**src/rtl/spi_port_pkg.sv**
```systemverilog
package spi_port_pkg;
  localparam int unsigned LG_W = 3;

  // log2 of the half SCK period in system clocks
  function automatic logic [LG_W-1:0] half_log2(input logic dbl, input logic [1:0] rate);
    logic [LG_W-1:0] base;
    base = (rate == 2'd3) ? LG_W'(6) : {rate, 1'b1};
    return base - LG_W'(dbl);
  endfunction
endpackage

```
**src/rtl/spi_rate_gen.sv**
```systemverilog
module spi_rate_gen
  import spi_port_pkg::*;
#(
  parameter int unsigned MAX_LG = 6,
  localparam int unsigned CNT_W = MAX_LG
) (
  input  logic       clk_i,
  input  logic       rst_ni,
  input  logic       run_i,
  input  logic       dbl_i,
  input  logic [1:0] rate_i,
  output logic       tick_o
);
  logic [CNT_W-1:0] cnt_q;
  logic [CNT_W:0]   span;
  logic [LG_W-1:0]  lg;

  assign lg     = half_log2(dbl_i, rate_i);
  assign span   = ({{CNT_W{1'b0}}, 1'b1} << lg) - 1'b1;
  assign tick_o = run_i && (cnt_q == span[CNT_W-1:0]);

  always_ff @(posedge clk_i or negedge rst_ni) begin
    if (!rst_ni)                 cnt_q <= '0;
    else if (!run_i || tick_o)   cnt_q <= '0;
    else                         cnt_q <= cnt_q + 1'b1;
  end


  tick_gap_chk: assert property (@(posedge clk_i) disable iff (!rst_ni)
    (tick_o && lg != '0) |=> !tick_o);
endmodule

```
**src/rtl/spi_shift_core.sv**
```systemverilog
module spi_shift_core #(
  parameter int unsigned W = 8,
  localparam int unsigned CW = $clog2(W)
) (
  input  logic         clk_i,
  input  logic         rst_ni,
  input  logic         load_i,
  input  logic [W-1:0] din_i,
  input  logic         shift_i,
  input  logic         setup_i,
  input  logic         prime_i,
  input  logic         clr_i,
  input  logic         in_i,
  output logic         out_o,
  output logic         done_o,
  output logic [W-1:0] rx_o
);
  logic [W-1:0]  sh_q;
  logic [CW-1:0] cnt_q;
  logic          last;

  assign last = shift_i && !load_i && (cnt_q == CW'(W-1));

  always_ff @(posedge clk_i or negedge rst_ni) begin
    if (!rst_ni) begin
      sh_q   <= '0;
      cnt_q  <= '0;
      out_o  <= 1'b0;
      rx_o   <= '0;
      done_o <= 1'b0;
    end else begin
      done_o <= last;
      if (load_i) begin
        sh_q  <= din_i;
        out_o <= din_i[W-1];
        cnt_q <= '0;
      end else begin
        if (clr_i) cnt_q <= '0;
        if (shift_i) begin
          sh_q  <= {sh_q[W-2:0], in_i};
          cnt_q <= last ? '0 : cnt_q + 1'b1;
          if (last) rx_o <= {sh_q[W-2:0], in_i};
        end
        if (setup_i || prime_i) out_o <= sh_q[W-1];
      end
    end
  end


  sh_hold_chk: assert property (@(posedge clk_i) disable iff (!rst_ni)
    (!load_i && !shift_i) |=> $stable(sh_q));

  rx_hold_chk: assert property (@(posedge clk_i) disable iff (!rst_ni)
    !last |=> $stable(rx_o));
endmodule

```
**src/rtl/spi_port.sv**
```systemverilog
module spi_port
  import spi_port_pkg::*;
#(
  parameter int unsigned DATA_W = 8,
  parameter int unsigned MAX_LG = 6,
  localparam int unsigned EDGES = 2 * DATA_W,
  localparam int unsigned EW = $clog2(EDGES)
) (
  input  logic              clk_i,
  input  logic              rst_ni,
  input  logic              en_i,
  input  logic              mstr_we_i,
  input  logic              mstr_i,
  input  logic              cpol_i,
  input  logic              cpha_i,
  input  logic [1:0]        rate_i,
  input  logic              dbl_i,
  input  logic              irq_en_i,
  input  logic              gie_i,
  input  logic              data_we_i,
  input  logic [DATA_W-1:0] data_i,
  input  logic              data_rd_i,
  input  logic              stat_rd_i,
  input  logic              irq_ack_i,
  output logic [DATA_W-1:0] rx_data_o,
  output logic              done_o,
  output logic              wcol_o,
  output logic              mstr_o,
  output logic              irq_o,
  input  logic              sck_i,
  output logic              sck_o,
  output logic              sck_oe_o,
  input  logic              mosi_i,
  output logic              mosi_o,
  output logic              mosi_oe_o,
  input  logic              miso_i,
  output logic              miso_o,
  output logic              miso_oe_o,
  input  logic              ss_ni
);
  logic [1:0] sck_sy, mosi_sy, ss_sy;
  logic       sck_d, ss_d, sck_s, mosi_s, ss_s;
  logic       mstr_q, m_busy, sck_ph, done_q, wcol_q, arm_q;
  logic [EW-1:0] e_cnt;
  logic tick, fault, busy, wr_ok, start, collide, set_done, clr_acc;
  logic slave_act, s_edge, s_lead, s_trail, lead, trail, shift, setup, prime;
  logic core_out, core_done, in_bit;

  assign sck_s  = sck_sy[1];
  assign mosi_s = mosi_sy[1];
  assign ss_s   = ss_sy[1];

  // 2-flop sync of slave-side pins, plus edge history
  always_ff @(posedge clk_i or negedge rst_ni) begin
    if (!rst_ni) begin
      sck_sy <= '0; mosi_sy <= '0; ss_sy <= '1;
      sck_d  <= 1'b0; ss_d <= 1'b1;
    end else begin
      sck_sy  <= {sck_sy[0], sck_i};
      mosi_sy <= {mosi_sy[0], mosi_i};
      ss_sy   <= {ss_sy[0], ss_ni};
      sck_d   <= sck_s;
      ss_d    <= ss_s;
    end
  end

  assign fault     = en_i && mstr_q && !ss_s;
  assign slave_act = en_i && !mstr_q && !ss_s;
  assign busy      = mstr_q ? m_busy : slave_act;
  assign wr_ok     = data_we_i && !busy;
  assign collide   = data_we_i && busy;
  assign start     = wr_ok && en_i && mstr_q && !fault;

  spi_rate_gen #(.MAX_LG(MAX_LG)) u_rate (
    .clk_i, .rst_ni, .run_i(m_busy), .dbl_i, .rate_i, .tick_o(tick)
  );

  always_ff @(posedge clk_i or negedge rst_ni) begin
    if (!rst_ni) begin
      mstr_q <= 1'b0; m_busy <= 1'b0; sck_ph <= 1'b0; e_cnt <= '0;
    end else begin
      if (fault)          mstr_q <= 1'b0;
      else if (mstr_we_i) mstr_q <= mstr_i;
      if (fault) begin
        m_busy <= 1'b0; sck_ph <= 1'b0; e_cnt <= '0;
      end else if (start) begin
        m_busy <= 1'b1; sck_ph <= 1'b0; e_cnt <= '0;
      end else if (tick) begin
        sck_ph <= ~sck_ph;
        e_cnt  <= e_cnt + 1'b1;
        if (e_cnt == EW'(EDGES-1)) m_busy <= 1'b0;
      end
    end
  end

  // leading edge leaves the idle level
  assign s_edge  = slave_act && (sck_s ^ sck_d);
  assign s_lead  = s_edge && (sck_d == cpol_i);
  assign s_trail = s_edge && (sck_d != cpol_i);
  assign lead    = mstr_q ? (tick && !e_cnt[0]) : s_lead;
  assign trail   = mstr_q ? (tick &&  e_cnt[0]) : s_trail;
  assign shift   = cpha_i ? trail : lead;
  assign setup   = cpha_i ? lead : trail;
  assign prime   = slave_act && !cpha_i && ss_d;
  assign in_bit  = mstr_q ? miso_i : mosi_s;

  spi_shift_core #(.W(DATA_W)) u_core (
    .clk_i, .rst_ni, .load_i(wr_ok), .din_i(data_i), .shift_i(shift),
    .setup_i(setup), .prime_i(prime), .clr_i(!mstr_q && ss_s), .in_i(in_bit),
    .out_o(core_out), .done_o(core_done), .rx_o(rx_data_o)
  );

  assign set_done = core_done || fault;
  assign clr_acc  = arm_q && (data_rd_i || data_we_i);

  always_ff @(posedge clk_i or negedge rst_ni) begin
    if (!rst_ni) begin
      done_q <= 1'b0; wcol_q <= 1'b0; arm_q <= 1'b0;
    end else begin
      if (set_done)                    done_q <= 1'b1;
      else if (irq_ack_i || clr_acc)   done_q <= 1'b0;
      if (collide)                     wcol_q <= 1'b1;
      else if (clr_acc)                wcol_q <= 1'b0;
      if (clr_acc)                     arm_q <= 1'b0;
      else if (stat_rd_i && (done_q || wcol_q)) arm_q <= 1'b1;
    end
  end

  assign done_o    = done_q;
  assign wcol_o    = wcol_q;
  assign mstr_o    = mstr_q;
  assign irq_o     = done_q && irq_en_i && gie_i;
  assign sck_o     = cpol_i ^ sck_ph;
  assign sck_oe_o  = en_i && mstr_q;
  assign mosi_o    = core_out;
  assign mosi_oe_o = en_i && mstr_q;
  assign miso_o    = core_out;
  assign miso_oe_o = slave_act;


  fault_drop_chk: assert property (@(posedge clk_i) disable iff (!rst_ni)
    (en_i && mstr_q && !ss_s) |=> (!mstr_q && done_q));

  wcol_set_chk: assert property (@(posedge clk_i) disable iff (!rst_ni)
    (data_we_i && busy) |=> wcol_q);

  ack_clear_chk: assert property (@(posedge clk_i) disable iff (!rst_ni)
    (irq_ack_i && !set_done) |=> !done_q);

  sck_idle_chk: assert property (@(posedge clk_i) disable iff (!rst_ni)
    (mstr_q && !m_busy) |-> (sck_ph == 1'b0));
endmodule

```
**config.mk**
```make
export PLATFORM = sky130hd
export DESIGN_NAME = spi_port
export DESIGN_NICKNAME = d
export VERILOG_FILES = /design/src/rtl/spi_port_pkg.sv /design/src/rtl/spi_rate_gen.sv /design/src/rtl/spi_shift_core.sv /design/src/rtl/spi_port.sv
export SDC_FILE = /design/constraint.sdc
export NUM_CORES = 1
export LEC_CHECK = 0
export CORE_UTILIZATION = 40
export DETAILED_ROUTE_END_ITERATION = 8
export GPL_ROUTABILITY_DRIVEN = 0
export PLACE_DENSITY = 0.73
export SLEW_MARGIN = 10
export SYNTH_ARGS = -nofsm -noshare
export SYNTH_HDL_FRONTEND = slang
export SYNTH_SLANG_ARGS = --single-unit
export TNS_END_PERCENT = 30
```
**constraint.sdc**
```tcl
create_clock -name clk_i -period 2.4 [get_ports clk_i]
set_clock_uncertainty 0.2 [all_clocks]
set_input_delay 0.48 -clock clk_i [delete_from_list [all_inputs] [get_ports clk_i]]
set_output_delay 0.48 -clock clk_i [all_outputs]
set_load 0.05 [all_outputs]
```
# Word-level counts from Yosys, hierarchy flattened
# Index checks and enable logic that the tools add are counted.
[classes]
n_reduce_logical = 49
n_addsub = 5
magnitude_cmp = 0
n_bitwise = 4
n_mul = 0
n_eq_ne = 6
muxes = 34
shifts = 1
n_div = 0
[ops]
columns = ["op", "count"]
rows = [
  ["1-bit logical AND", 24],
  ["1-bit two-way mux", 23],
  ["8-bit two-way mux", 2],
  ["3-bit two-way mux", 5],
  ["4-bit two-way mux", 3],
  ["2-bit nonzero test", 6],
  ["3-bit nonzero test", 3],
  ["1-bit zero test", 8],
  ["6-bit by 1-bit adder with 6-bit output, second input constant", 1],
  ["6-bit == test", 1],
  ["1-bit logical OR", 6],
  ["6-bit two-way mux", 1],
  ["1-bit by 3-bit << shifter with 6-bit output, first input constant", 1],
  ["6-bit by 1-bit subtractor with 6-bit output, second input constant", 1],
  ["4-bit by 1-bit adder with 4-bit output, second input constant", 1],
  ["4-bit == test, second input constant", 1],
  ["3-bit by 1-bit adder with 3-bit output, second input constant", 1],
  ["3-bit == test, second input constant", 1],
  ["3-bit AND reduction", 1],
  ["3-bit by 1-bit subtractor with 3-bit output", 1],
  ["2-bit == test, second input constant", 1],
  ["1-bit inverter", 2],
  ["2-bit AND reduction", 1],
  ["1-bit bitwise XOR", 2],
  ["2 further kinds", 2],
]
[word_totals]
output_inout_bits = 18
regBits = 45
latchBits = 0
mem_bits_rw = 0
mem_bits_ro = 0
wordCells = 117
n_memories = 0

# Depth between registers and ports, before layout
[logic_depth]
ltp_word = 15
mapped_depth = 16
depth_no_buf = 12

# Hierarchy
# From an unflattened synthesis, not the netlist that was laid out.
[unflattened]
hier_cells = 226
area_unflattened_um2 = 2394.8
[modules_own_cells]
columns = ["mod", "area_per_inst_um2", "cells_per_inst", "n_inst"]
rows = [
  ["spi_shift_core", 919.6, 72, 1],
  ["spi_port", 819.5, 74, 1],
  ["spi_rate_gen", 655.6, 80, 1],
]

# Worst setup path after synthesis
# Ideal clock, no wire load.
[synth_timing]
path_type = "input port to flip-flop"
startpoint = "input port rate_i[1]"
endpoint = "register e_cnt[2]"
setup_time_ns = 0.078
path_slack_ns = -1.304
arrival_ns = 3.426
stages = 15
path_cell_list = "buf_2 nand2_1 inv_1 ha_1 xnor2_1 nand2_1 ha_1 buf_2 xor2_1 xnor2_1 a221o_1 or4_4 buf_6 or4_1 a21oi_1"
[synth_between]
elab_chain_len = 8
[synth_rtl]
columns = ["element", "line", "rtl"]
rows = [
  ["start: declaration", "spi_port.sv:16", "input logic [1:0] rate_i,"],
  ["2-bit == test", "spi_port_pkg.sv:7", "base = (rate == 2'd3) ? LG_W'(6) : {rate, 1'b1};"],
  ["3-bit two-way mux (*)", "spi_port_pkg.sv:7", ""],
  ["3-bit by 1-bit subtractor with 3-bit output (*)", "spi_port_pkg.sv:8", "return base - LG_W'(dbl);"],
  ["1-bit by 3-bit << shifter with 6-bit output (*)", "spi_rate_gen.sv:19", "assign span = ({{CNT_W{1'b0}}, 1'b1} << lg) - 1'b1;"],
  ["6-bit by 1-bit subtractor with 6-bit output (*)", "spi_rate_gen.sv:19", ""],
  ["6-bit == test (*)", "spi_rate_gen.sv:20", "assign tick_o = run_i && (cnt_q == span[CNT_W-1:0]);"],
  ["1-bit logical AND (*)", "spi_rate_gen.sv:20", ""],
  ["3-bit nonzero test (no line) (*)", "-", ""],
  ["end signal: assignment", "spi_port.sv:90", "e_cnt <= e_cnt + 1'b1;"],
  ["end: declaration", "spi_port.sv:44", "logic [EW-1:0] e_cnt;"],
]
# Mark *: on every way between the ends. The rest lies on a longest branch, timed or not.
# A chain may end at the register's enable or synchronous reset.

# Worst setup path in the final report
[layout_timing]
startpoint = "input port rate_i[0]"
endpoint = "register e_cnt[2]"
# The elaborated chain is that of the path after synthesis.

==> summary.md <==
| Metric | Value |
|---|---|
| Status | `finished, violations left` |
| Failing checks | `DRC, setup timing` |
| Ys Warns | `0` |
| Htree depth | `2` |
| Int Power | `1449 µW` |
| DP Worst Slack | `-1.400 ns` |
| Initial antenna violation count | `0` |
| I/O pins | `46` |
| Most common cell after layout, fill and taps aside | `buf_4` |
| Inserted Diodes | `0` |
| Sink Count | `45` |
| Post-DR wirelength/cell | `about 15 µm` |
| Post-DP HPWL | `4.817 mm` |
| Minimum clock period | `3.066 ns` |
| PD cells | `520.3 mW/mm²` |
| Fin area | `0.004116 mm²` |
| Via density | `5.599` |
| Startpoint types | `input pin` |
| Seq cells post-synth | `45` |
| Port bufs | `45` |
| Die height | `~84 µm` |
| Die ar. | `0.007092 mm²` |
| 1st-iter DRT viols | `126` |
| Hold Path Class | `flip-flop to flip-flop` |
| Peak VDD IR | `0.5974 mV` |
| Final hold vios | `0` |
| Setup repair after global routing missed its margin | `true` |
| Final-report max-slew violation count | `0` |
| Final core occ | `64.10%` |
| Placed Area | `0.003620 mm²` |
| Vias in the first global route | `2557` |
| # rows | `29` |
| Grt total ovfl | `0` |
| DR DRC count | `4` |
| Syn Inst Count | `about 300` |
| Worst-path clk slew | `approximately 0.090 ns` |
| Worst-path fanout max | `7` |
| Initial Util | `between 40% and 50%` |
| Combinational Power Share | `31.7%` |
| Nets@finish | `roughly 420` |
| Final period util | `127.8%` |
| Commonest cells after routing, fill and taps aside | `buf_4 (48), dfrtp_1 (42), nand2_1 (35), clkdlybuf4s50_1 (35), nor2_1 (16)` |
| Average size of a mapped cell | `9.260 µm²` |
| CTS Root Buffer Type | `clkbuf_8` |
| Antenna viol nets, final | `0` |
| Synth unique cells | `54` |
| Post-synth EDFFs | `0` |
| Worst EP required | `2.43 ns` |
| Routed WL | `roughly 7.0 mm` |
| Clk buf depth | `2` |
| Tot GR Track Use | `between 10% and 20%` |
| Post-Synthesis Cell Area | `~0.0027 mm²` |
| Latest clock arrival within the worst-skew pair | `0.30 ns` |
| Num CTS Buffers | `5` |
| DR pass1 iterations | `6` |
| Mapped Nets | `326` |
| Final total power | `~2100 µW` |
| Slew headroom | `52.24%` |
| Pin count of the biggest net entering global routing | `26` |
| Static leakage | `0.001755 µW` |
| Final setup viols | `33` |
| Via Count | `2570` |
| Post-synthesis sequential area ratio | `around two fifths` |
| Setup Crit Path Kind | `input pin to flip-flop` |
| Most used flip-flop cell after synthesis | `dfrtp_1` |
| Core Box Area | `0.006422 mm²` |
| Clock power share | `between 20% and 30%` |
| Net Sw Power | `693.0 µW` |
| Arrival @ worst endpoint | `between 3 and 4 ns` |
| PnR worst setup slack | `-0.6663 ns` |
| Worst Tran Pin Value | `0.7164 ns` |
| Min Hold Slack | `0.1536 ns` |
| Sw Ratio | `about a third` |
| Synth async-reset ratio | `100.0%` |
| CTS tree | `done` |
| Max_cap viols | `0` |
| Layout cells sized above 1 | `32.46%` |
| Die W | `~84 µm` |
| Max Freq | `326.1 MHz` |
| Flop pwr share | `just over 40%` |
| First-pass GRT wire length | `11.46 mm` |
| Crit. End Element | `flip-flop` |
| Area Growth Syn to Fin | `52.24%` |
-- through the flow --
stage               TNS (ns)  cells
detailed placement    -41.99    437
global route          -19.74    459
global placement      -39.69    437
finish                -17.50    459
floorplan             -26.55    292
CTS                   -20.50    454
-- final timing paths --
path / from / cells after the start / slack [ns] / end
max: rate_i[0] / 14 / -0.67 / e_cnt[2]
min: sck_sy[0] / 0 / 0.15 / sck_sy[1]
max reg2reg: u_rate.cnt_q[2] / 7 / -0.12 / e_cnt[2]
min reg2reg: sck_sy[0] / 0 / 0.15 / sck_sy[1]
max in group asynchronous: rst_ni / 3 / 0.91 / ss_sy[1]
min in group asynchronous: rst_ni / 2 / 0.49 / u_core.rx_o[6]
-- per-layer routing --
layer	global-route usage [%]	vias up	wire length (µm)
met3	3.933	10	268
met4	7.994	0	111
met2	33.76	73	3484
met5	0	-	0
met1	25.14	1247	3165
li1	-	1240	-
-- state kept, by name, indices dropped and copies added (netlist names), 2 cells and up --
name	flops
u_core.cnt_q	3
u_core.rx_o	8
ss_sy	2
u_rate.cnt_q	6
sck_sy	2
e_cnt	4
mosi_sy	2
u_core.sh_q	8
-- logic make-up after synthesis --
family	Yosys count	synth area share (%)
AND/OR/NAND/NOR	114	22.35
AO/OA/AOI/OAI	70	20.50
adder cells (fa/ha/maj)	6	2.776
flip-flops	45	41.79
multiplexers	8	3.008
buffers and inverters	38	6.016
XOR/XNOR	11	3.563
-- repair_timing --
action / CTS / global route
endpoints found under the setup margin: 34 / 34
endpoints found under the hold margin: 21 / 0
hold buffers: 1 / 0
gates resized for setup: 44 / 25
gates cloned: 1 / 0
pin swaps: 20 / 16
setup buffers: 7 / 5
-- power groups by stage --
| stage | Sequential (µW) | Clock (µW) | Combinational [µW] |
|---|---|---|---|
| after floorplan | 932 | 0 | 290 |
| after global placement | 888 | 0 | 566 |
| after detailed placement | 889 | 0 | 576 |
| after CTS | 875 | 603 | 646 |
| after global routing | 885 | 632 | 732 |
| final | 876 | 586 | 679 |
-- worst max-delay path, cell delays in order --
cell and delay (ns):
buf_8 0.10, nand2_4 0.07, inv_4 0.04, ha_4 0.17, xnor2_4 0.17, nand2_2 0.10, ha_4 0.19, xor2_2 0.15
xnor2_1 0.12, a221o_1 0.28, or4_4 0.45, buf_6 0.16, or4_4 0.48, a21oi_2 0.15
-- Yosys cell counts (all sizes together), types with 2 or more instances --
cell type / n / area (µm²)
or2: 4 / 25.02
a311oi: 8 / 70.07
dfrtp: 42 / 1051
nor2b: 14 / 87.58
nand3: 6 / 30.03
nor2: 17 / 63.81
nor3: 2 / 10.01
o31ai: 7 / 52.55
nand4: 5 / 31.28
a211oi: 2 / 15.01
inv: 16 / 60.06
nand2: 39 / 146.4
mux2i: 7 / 70.07
o311ai: 11 / 113.9
and3: 8 / 50.05
nand3b: 4 / 42.54
or4: 3 / 26.27
o221ai: 7 / 61.31
o31a: 2 / 17.52
xor2: 5 / 43.79
xnor2: 6 / 52.55
nand2b: 5 / 31.28
ha: 6 / 75.07
buf: 8 / 50.04
a21oi: 8 / 40.04
o21ai: 6 / 30.03
dfstp: 3 / 78.83
nor4: 2 / 18.77
o211ai: 9 / 67.56
clkbuf: 14 / 52.55
-- area by class of cell --
| cell class | instances | area [µm²] |
|---|---|---|
| clock inverter | 3 | 46.29 |
| sequential | 45 | 1130 |
| clock buffer | 5 | 68.82 |
| fill | 511 | 2306 |
| tap | 77 | 96.34 |
| timing repair buffer | 104 | 1026 |
| inverter | 16 | 62.56 |
| multi-input combinational | 209 | 1687 |
Note: power is estimated with default switching activity, not from simulation.
